`src/rtl/irqc_pkg.sv`:
```
package irqc_pkg;
   // Register addresses; the level table starts at LVL_BASE and runs one entry per line.
   localparam int unsigned ADDR_ENABLE = 0;
   localparam int unsigned ADDR_MASK   = 1;
   localparam int unsigned LVL_BASE    = 2;
endpackage

```
`src/rtl/irqc_cfg.sv`:
```
module irqc_cfg
   import irqc_pkg::*;
#(
   parameter int unsigned NUM_LINES = 8,
   parameter int unsigned LVL_W     = 3,
   parameter int unsigned ADDR_W    = 4,
   parameter int unsigned DATA_W    = 32,
   parameter bit          REMAP_EN  = 1'b1
) (
   input  logic                       clk_i,
   input  logic                       rst_ni,
   input  logic                       wr_en_i,
   input  logic [ADDR_W-1:0]          wr_addr_i,
   input  logic [DATA_W-1:0]          wr_data_i,
   output logic                       gen_en_o,
   output logic [NUM_LINES-1:0]       mask_o,
   output logic [NUM_LINES*LVL_W-1:0] lvl_o
);
   always_ff @(posedge clk_i or negedge rst_ni) begin
      if (!rst_ni) begin
         gen_en_o <= 1'b0;
         mask_o   <= '1;
      end else if (wr_en_i) begin
         if (wr_addr_i == ADDR_W'(ADDR_ENABLE)) gen_en_o <= wr_data_i[0];
         if (wr_addr_i == ADDR_W'(ADDR_MASK))   mask_o   <= wr_data_i[NUM_LINES-1:0];
      end
   end

   for (genvar g = 0; g < NUM_LINES; g++) begin : g_lvl
      if (REMAP_EN) begin : g_table
         logic [LVL_W-1:0] lvl_q;
         always_ff @(posedge clk_i or negedge rst_ni) begin
            if (!rst_ni)
               lvl_q <= LVL_W'(g);
            else if (wr_en_i && wr_addr_i == ADDR_W'(LVL_BASE + g))
               lvl_q <= wr_data_i[LVL_W-1:0];
         end
         assign lvl_o[g*LVL_W +: LVL_W] = lvl_q;
      end else begin : g_fixed
         assign lvl_o[g*LVL_W +: LVL_W] = LVL_W'(g);
      end
   end
endmodule

```
`src/rtl/irqc_select.sv`:
```
module irqc_select #(
   parameter int unsigned NUM_LINES = 8,
   parameter int unsigned LVL_W     = 3,
   parameter int unsigned ID_W      = 4
) (
   input  logic [NUM_LINES-1:0]       elig_i,
   input  logic [NUM_LINES*LVL_W-1:0] lvl_i,
   input  logic                       nmi_i,
   output logic                       any_o,
   output logic [ID_W-1:0]            win_o
);
   logic             found;
   logic [LVL_W-1:0] best;

   always_comb begin
      found = 1'b0;
      best  = '0;
      win_o = '0;
      // Strict greater-than keeps the lower index on equal levels.
      for (int i = 0; i < NUM_LINES; i++) begin
         if (elig_i[i] && (!found || lvl_i[i*LVL_W +: LVL_W] > best)) begin
            found = 1'b1;
            best  = lvl_i[i*LVL_W +: LVL_W];
            win_o = ID_W'(i);
         end
      end
      if (nmi_i) win_o = ID_W'(NUM_LINES);
      any_o = found | nmi_i;
   end
endmodule

```
`src/rtl/prio_irq_ctrl.sv`:
```
module prio_irq_ctrl #(
   parameter  int unsigned NUM_LINES = 8,
   parameter  int unsigned DATA_W    = 32,
   parameter  bit          REMAP_EN  = 1'b1,
   localparam int unsigned LVL_W     = $clog2(NUM_LINES),
   localparam int unsigned ID_W      = $clog2(NUM_LINES + 1),
   localparam int unsigned ADDR_W    = $clog2(NUM_LINES + 2)
) (
   input  logic                 clk_i,
   input  logic                 rst_ni,
   input  logic [NUM_LINES-1:0] req_i,
   input  logic                 nmi_i,
   input  logic                 wr_en_i,
   input  logic [ADDR_W-1:0]    wr_addr_i,
   input  logic [DATA_W-1:0]    wr_data_i,
   input  logic                 ack_i,
   output logic                 irq_o,
   output logic [ID_W-1:0]      irq_id_o
);
   if (NUM_LINES < 2) begin : g_chk_lines
      $error("prio_irq_ctrl: NUM_LINES must be at least 2");
   end
   if (DATA_W < NUM_LINES) begin : g_chk_data
      $error("prio_irq_ctrl: DATA_W must hold one mask bit per line");
   end

   logic                       gen_en;
   logic [NUM_LINES-1:0]       mask;
   logic [NUM_LINES*LVL_W-1:0] lvl;
   logic [NUM_LINES-1:0]       elig;
   logic                       any;
   logic [ID_W-1:0]            win;

   irqc_cfg #(
      .NUM_LINES(NUM_LINES), .LVL_W(LVL_W), .ADDR_W(ADDR_W),
      .DATA_W(DATA_W), .REMAP_EN(REMAP_EN)
   ) u_cfg (
      .clk_i(clk_i), .rst_ni(rst_ni), .wr_en_i(wr_en_i),
      .wr_addr_i(wr_addr_i), .wr_data_i(wr_data_i),
      .gen_en_o(gen_en), .mask_o(mask), .lvl_o(lvl)
   );

   assign elig = req_i & ~mask & {NUM_LINES{gen_en}};

   irqc_select #(
      .NUM_LINES(NUM_LINES), .LVL_W(LVL_W), .ID_W(ID_W)
   ) u_sel (
      .elig_i(elig), .lvl_i(lvl), .nmi_i(nmi_i), .any_o(any), .win_o(win)
   );

   always_ff @(posedge clk_i or negedge rst_ni) begin
      if (!rst_ni) begin
         irq_o    <= 1'b0;
         irq_id_o <= '0;
      end else if (irq_o) begin
         if (ack_i) irq_o <= 1'b0;
      end else if (any) begin
         irq_o    <= 1'b1;
         irq_id_o <= win;
      end
   end
endmodule

```
`config.mk`:
```
export PLATFORM = sky130hd
export DESIGN_NAME = prio_irq_ctrl
export DESIGN_NICKNAME = d
export VERILOG_FILES = /design/src/rtl/irqc_pkg.sv /design/src/rtl/irqc_cfg.sv /design/src/rtl/irqc_select.sv /design/src/rtl/prio_irq_ctrl.sv
export SDC_FILE = /design/constraint.sdc
export NUM_CORES = 1
export LEC_CHECK = 0
export BUFFER_PORTS_ARGS = -buffer_cell sky130_fd_sc_hd__buf_2
export CAP_MARGIN = 15
export CORE_AREA = 5 5 79 81
export CTS_CLUSTER_SIZE = 25
export DETAILED_ROUTE_END_ITERATION = 12
export DIE_AREA = 0 0 84 86
export PLACE_DENSITY = 0.75
export SLEW_MARGIN = 30
export SYNTH_ARGS = -nofsm -noshare
export SYNTH_HDL_FRONTEND = slang
export SYNTH_HIERARCHICAL = 1
export SYNTH_SLANG_ARGS = --single-unit
```
`constraint.sdc`:
```
create_clock -name clk_i -period 8.47 [get_ports clk_i]
set_input_delay 1.2705 -clock clk_i [delete_from_list [all_inputs] [get_ports clk_i]]
set_output_delay 1.2705 -clock clk_i [all_outputs]
set_load 0.1 [all_outputs]
```
==> reports/qor.yml <==
synthesis:
  ys_seq_area_share_pct: 37.3
  synth_edf_count: 0
  synth.top_cell.area_share_pct: 20.1
  synth_area_leaders: "dfstp_2 (20%), dfrtp_1 (17%), mux2_2 (15%)"
  synth_common_cells: "mux2_2 (34), ha_1 (21), dfstp_2 (20), dfrtp_1 (18), inv_1 (18)"
  yosysTopAreaCell: "dfstp_2"
  synth_most_common_cell: "mux2_2"
  synth.distinct_cells: 49
  synth_area_um2: 2610
  synth_cells: 240
  synth-main-ff-cell: "dfstp_2"
  ys_seq_elements: 38
  avgSynthCellArea_um2: 10.9
  synth_nets: 310
  synth-async-reset-ratio_pct: 100
  ys_warn_count: 6
detailed_routing:
  drc: 0
  drtIter0Drc: 92
  routedWlPerCell_um: 18.1
  finalWirelength_mm: 7.18
  ant_nets: 0
  via_per_inst: 5.67
  drt-pass1-iter-count: 5
  route.vias.total: 2251
setup_path:
  cpLargestDelayFamily: "compound AO/OA/AOI/OAI gates"
  rrSetupSlack_ns: -0.38
  path_max_fanout: 5
  crit_type: "in -> reg"
  crit_arrival_ns: 9.57
  path_buf_inv: 3
  cp-end-kind: "flip-flop"
  critPathRequiredTime_ns: 8.65
  slowest_delay_ns: 0.36
  crit_top_cell: "o21ai_2"
  crit_path_start_kind: "input port"
  cp_slowest_cell: "mux2_4"
grt:
  grtUsageTotal_pct: 18.5
  grt_pass1_wl_mm: 10.8
  grt_pass1_vias: 2273
  overflow: 0
  antenna_found_initial: 0
  grt_max_degree: 39
clock_tree:
  cts_tree: "done"
  htree_levels: 2
  clock-sinks: 38
  cts_hold_buf: 0
  clkLatencyLatePin_ns: 0.29
  cts_made_buffers: 5
  cts_root_buf: "clkbuf_8"
  clockBufferDepth: 2
  clkTransAtPathRegs_ns: 0.08
layout:
  antennaDiodeCount: 0
  fin_area_um2: 3780
  layout-drive-gt1-share_pct: 68.0
  final.fill_count: 356
  fin_nets: 394
  area_growth_syn_to_layout_pct: 44.8
  utilization_pct: 70.0
timing:
  fin_crit_ns: 9.39
  worst_pin_slew_ns: 0.918
  finalCritPeriodShare_pct: 111
  finalSetupViolCount: 3
  postLayoutSetupSlackWorst_ns: -0.918
  relSlewSlack_pct: 38.2
  finalSetupTns_ns: -2.70
  fin_skew_ns: 0.0121
  rsz0062_at_grt: "true"
  final_max_slew_viol_count: 0
  clock.fmax_ghz: 0.107
  hold_violations: 0
outcome:
  status: "finished with violations"
  failed_checks: "negative setup slack"
placed_design:
  dpl_cell_area_um2: 3110
  gp_congestion: 0.870
  dp.final_hpwl_mm: 4.38
  portBuffers: 29
floorplan:
  die_y_um: 86
  pin_count: 54
  start_util_pct: 48.4
  core_um2: 5410
  die_x_um: 84
  dieArea_um2: 7220
  num_rows: 27
hold_path:
  hold_class: "reg -> reg"
flow_run:
  max-cap-violations: 0
pwr:
  power_density_nw_per_um2: 300
  power_w: 0.00113
  power_leakage_nw: 1.71
  vdd_ir_drop_max_mv: 0.179
==> worst register-to-register path, delay by kind of cell (launching register included) <==
family,cells,cell delay (ns)
AND/OR/NAND/NOR,9,1.22
AO/OA/AOI/OAI,22,3.67
flip-flops,1,0.52
adder cells (fa/ha/maj),7,1.72
multiplexers,5,1.48
buffers and inverters,2,0.13
==> power breakdown <==
group / switching, W / internal (W)
clock network: 0.0000671 / 0.000126
registers: 0.0000408 / 0.000244
logic: 0.000339 / 0.000318
total: 0.000447 / 0.000687
==> through the flow <==
| stage | hold WS [ns] | setup slack (ns) | std cells |
|---|---|---|---|
| 3_5_place_dp | 0.495 | -1.33 | 360 |
| 2_1_floorplan | 0.479 | -0.545 | 240 |
| 3_3_place_gp | 0.491 | -1.14 | 360 |
| 5_1_grt | 0.529 | -1.28 | 397 |
| 6_report | 0.512 | -0.918 | 397 |
| 4_1_cts | 0.513 | -0.512 | 391 |
==> path summary, 6_finish.rpt <==
path,from,to,cells after the start
hold reg to reg,u_cfg/g_lvl[6].g_table.lvl_q[0]$_DFFE_PN0P_,u_cfg/g_lvl[6].g_table.lvl_q[0]$_DFFE_PN0P_,1
min in group asynchronous,rst_ni,u_cfg/g_lvl[2].g_table.lvl_q[2]$_DFFE_PN0P_,1
hold / removal,u_cfg/g_lvl[6].g_table.lvl_q[0]$_DFFE_PN0P_,u_cfg/g_lvl[6].g_table.lvl_q[0]$_DFFE_PN0P_,1
setup reg to reg,u_cfg/mask_o[0]$_DFFE_PN1P_,irq_id_o[1]$_DFFE_PN0P_,45
max in group asynchronous,rst_ni,u_cfg/mask_o[2]$_DFFE_PN1P_,1
setup / recovery,req_i[0],irq_id_o[1]$_DFFE_PN0P_,46
==> state kept, by name, summed over array words and instances (netlist names) <==
name and count:
irq_o 1, u_cfg/gen_en_o 1, u_cfg/g_lvl.g_table.lvl_q 24, u_cfg/mask_o 8, irq_id_o 4
==> routing by layer <==
| layer | global-route usage, % | routed length [um] | up-vias |
|---|---|---|---|
| li1 | - | - | 1054 |
| met4 | 5.70 | 189 | 0 |
| met5 | 0 | 0 | - |
| met1 | 23.1 | 3050 | 1112 |
| met3 | 2.69 | 278 | 20 |
| met2 | 33.0 | 3660 | 65 |
==> placed cells by master (no fill, tap or decap), types with 6 or more instances in the layout <==
cell / synthesis / final
mux2_4: 4 / 8
dfrtp_1: 18 / 18
dfstp_2: 20 / 20
nand3b_1: 8 / 8
and3b_1: 7 / 6
o21ai_2: 2 / 10
ha_1: 21 / 11
buf_4: 1 / 51
ha_4: 0 / 9
clkbuf_8: 0 / 6
nand2_1: 16 / 10
inv_1: 18 / 14
nor2_1: 11 / 9
mux2_2: 34 / 33
buf_2: 1 / 27
==> timing repair <==
action	CTS	global route
pin swaps	39	8
endpoints found under the hold margin	0	0
setup buffers	23	6
endpoints found under the setup margin	3	3
gates resized for setup	26	35
==> area by class of cell <==
type | count | area [um^2] | share of cell area (%)
well taps | 72 | 90.1 | 2.38
repair buffers | 81 | 552 | 14.6
flip-flops and latches | 38 | 976 | 25.8
clock buffers | 6 | 82.6 | 2.18
multi-input cells | 180 | 1960 | 51.7
clock inverters | 2 | 60.1 | 1.59
inverters | 18 | 67.6 | 1.79
==> cell families (layout without fill, tap and decap cells) <==
logic type / after synthesis / count (layout) / share of synthesized area (%)
compound gates: 43 / 43 / 11.2
flops: 38 / 38 / 37.3
fa+ha+maj: 21 / 21 / 10.1
mux: 47 / 47 / 20.5
simple gates: 69 / 69 / 17.2
buf+inv: 22 / 107 / 3.64
Power figures use the tool's default switching activity.
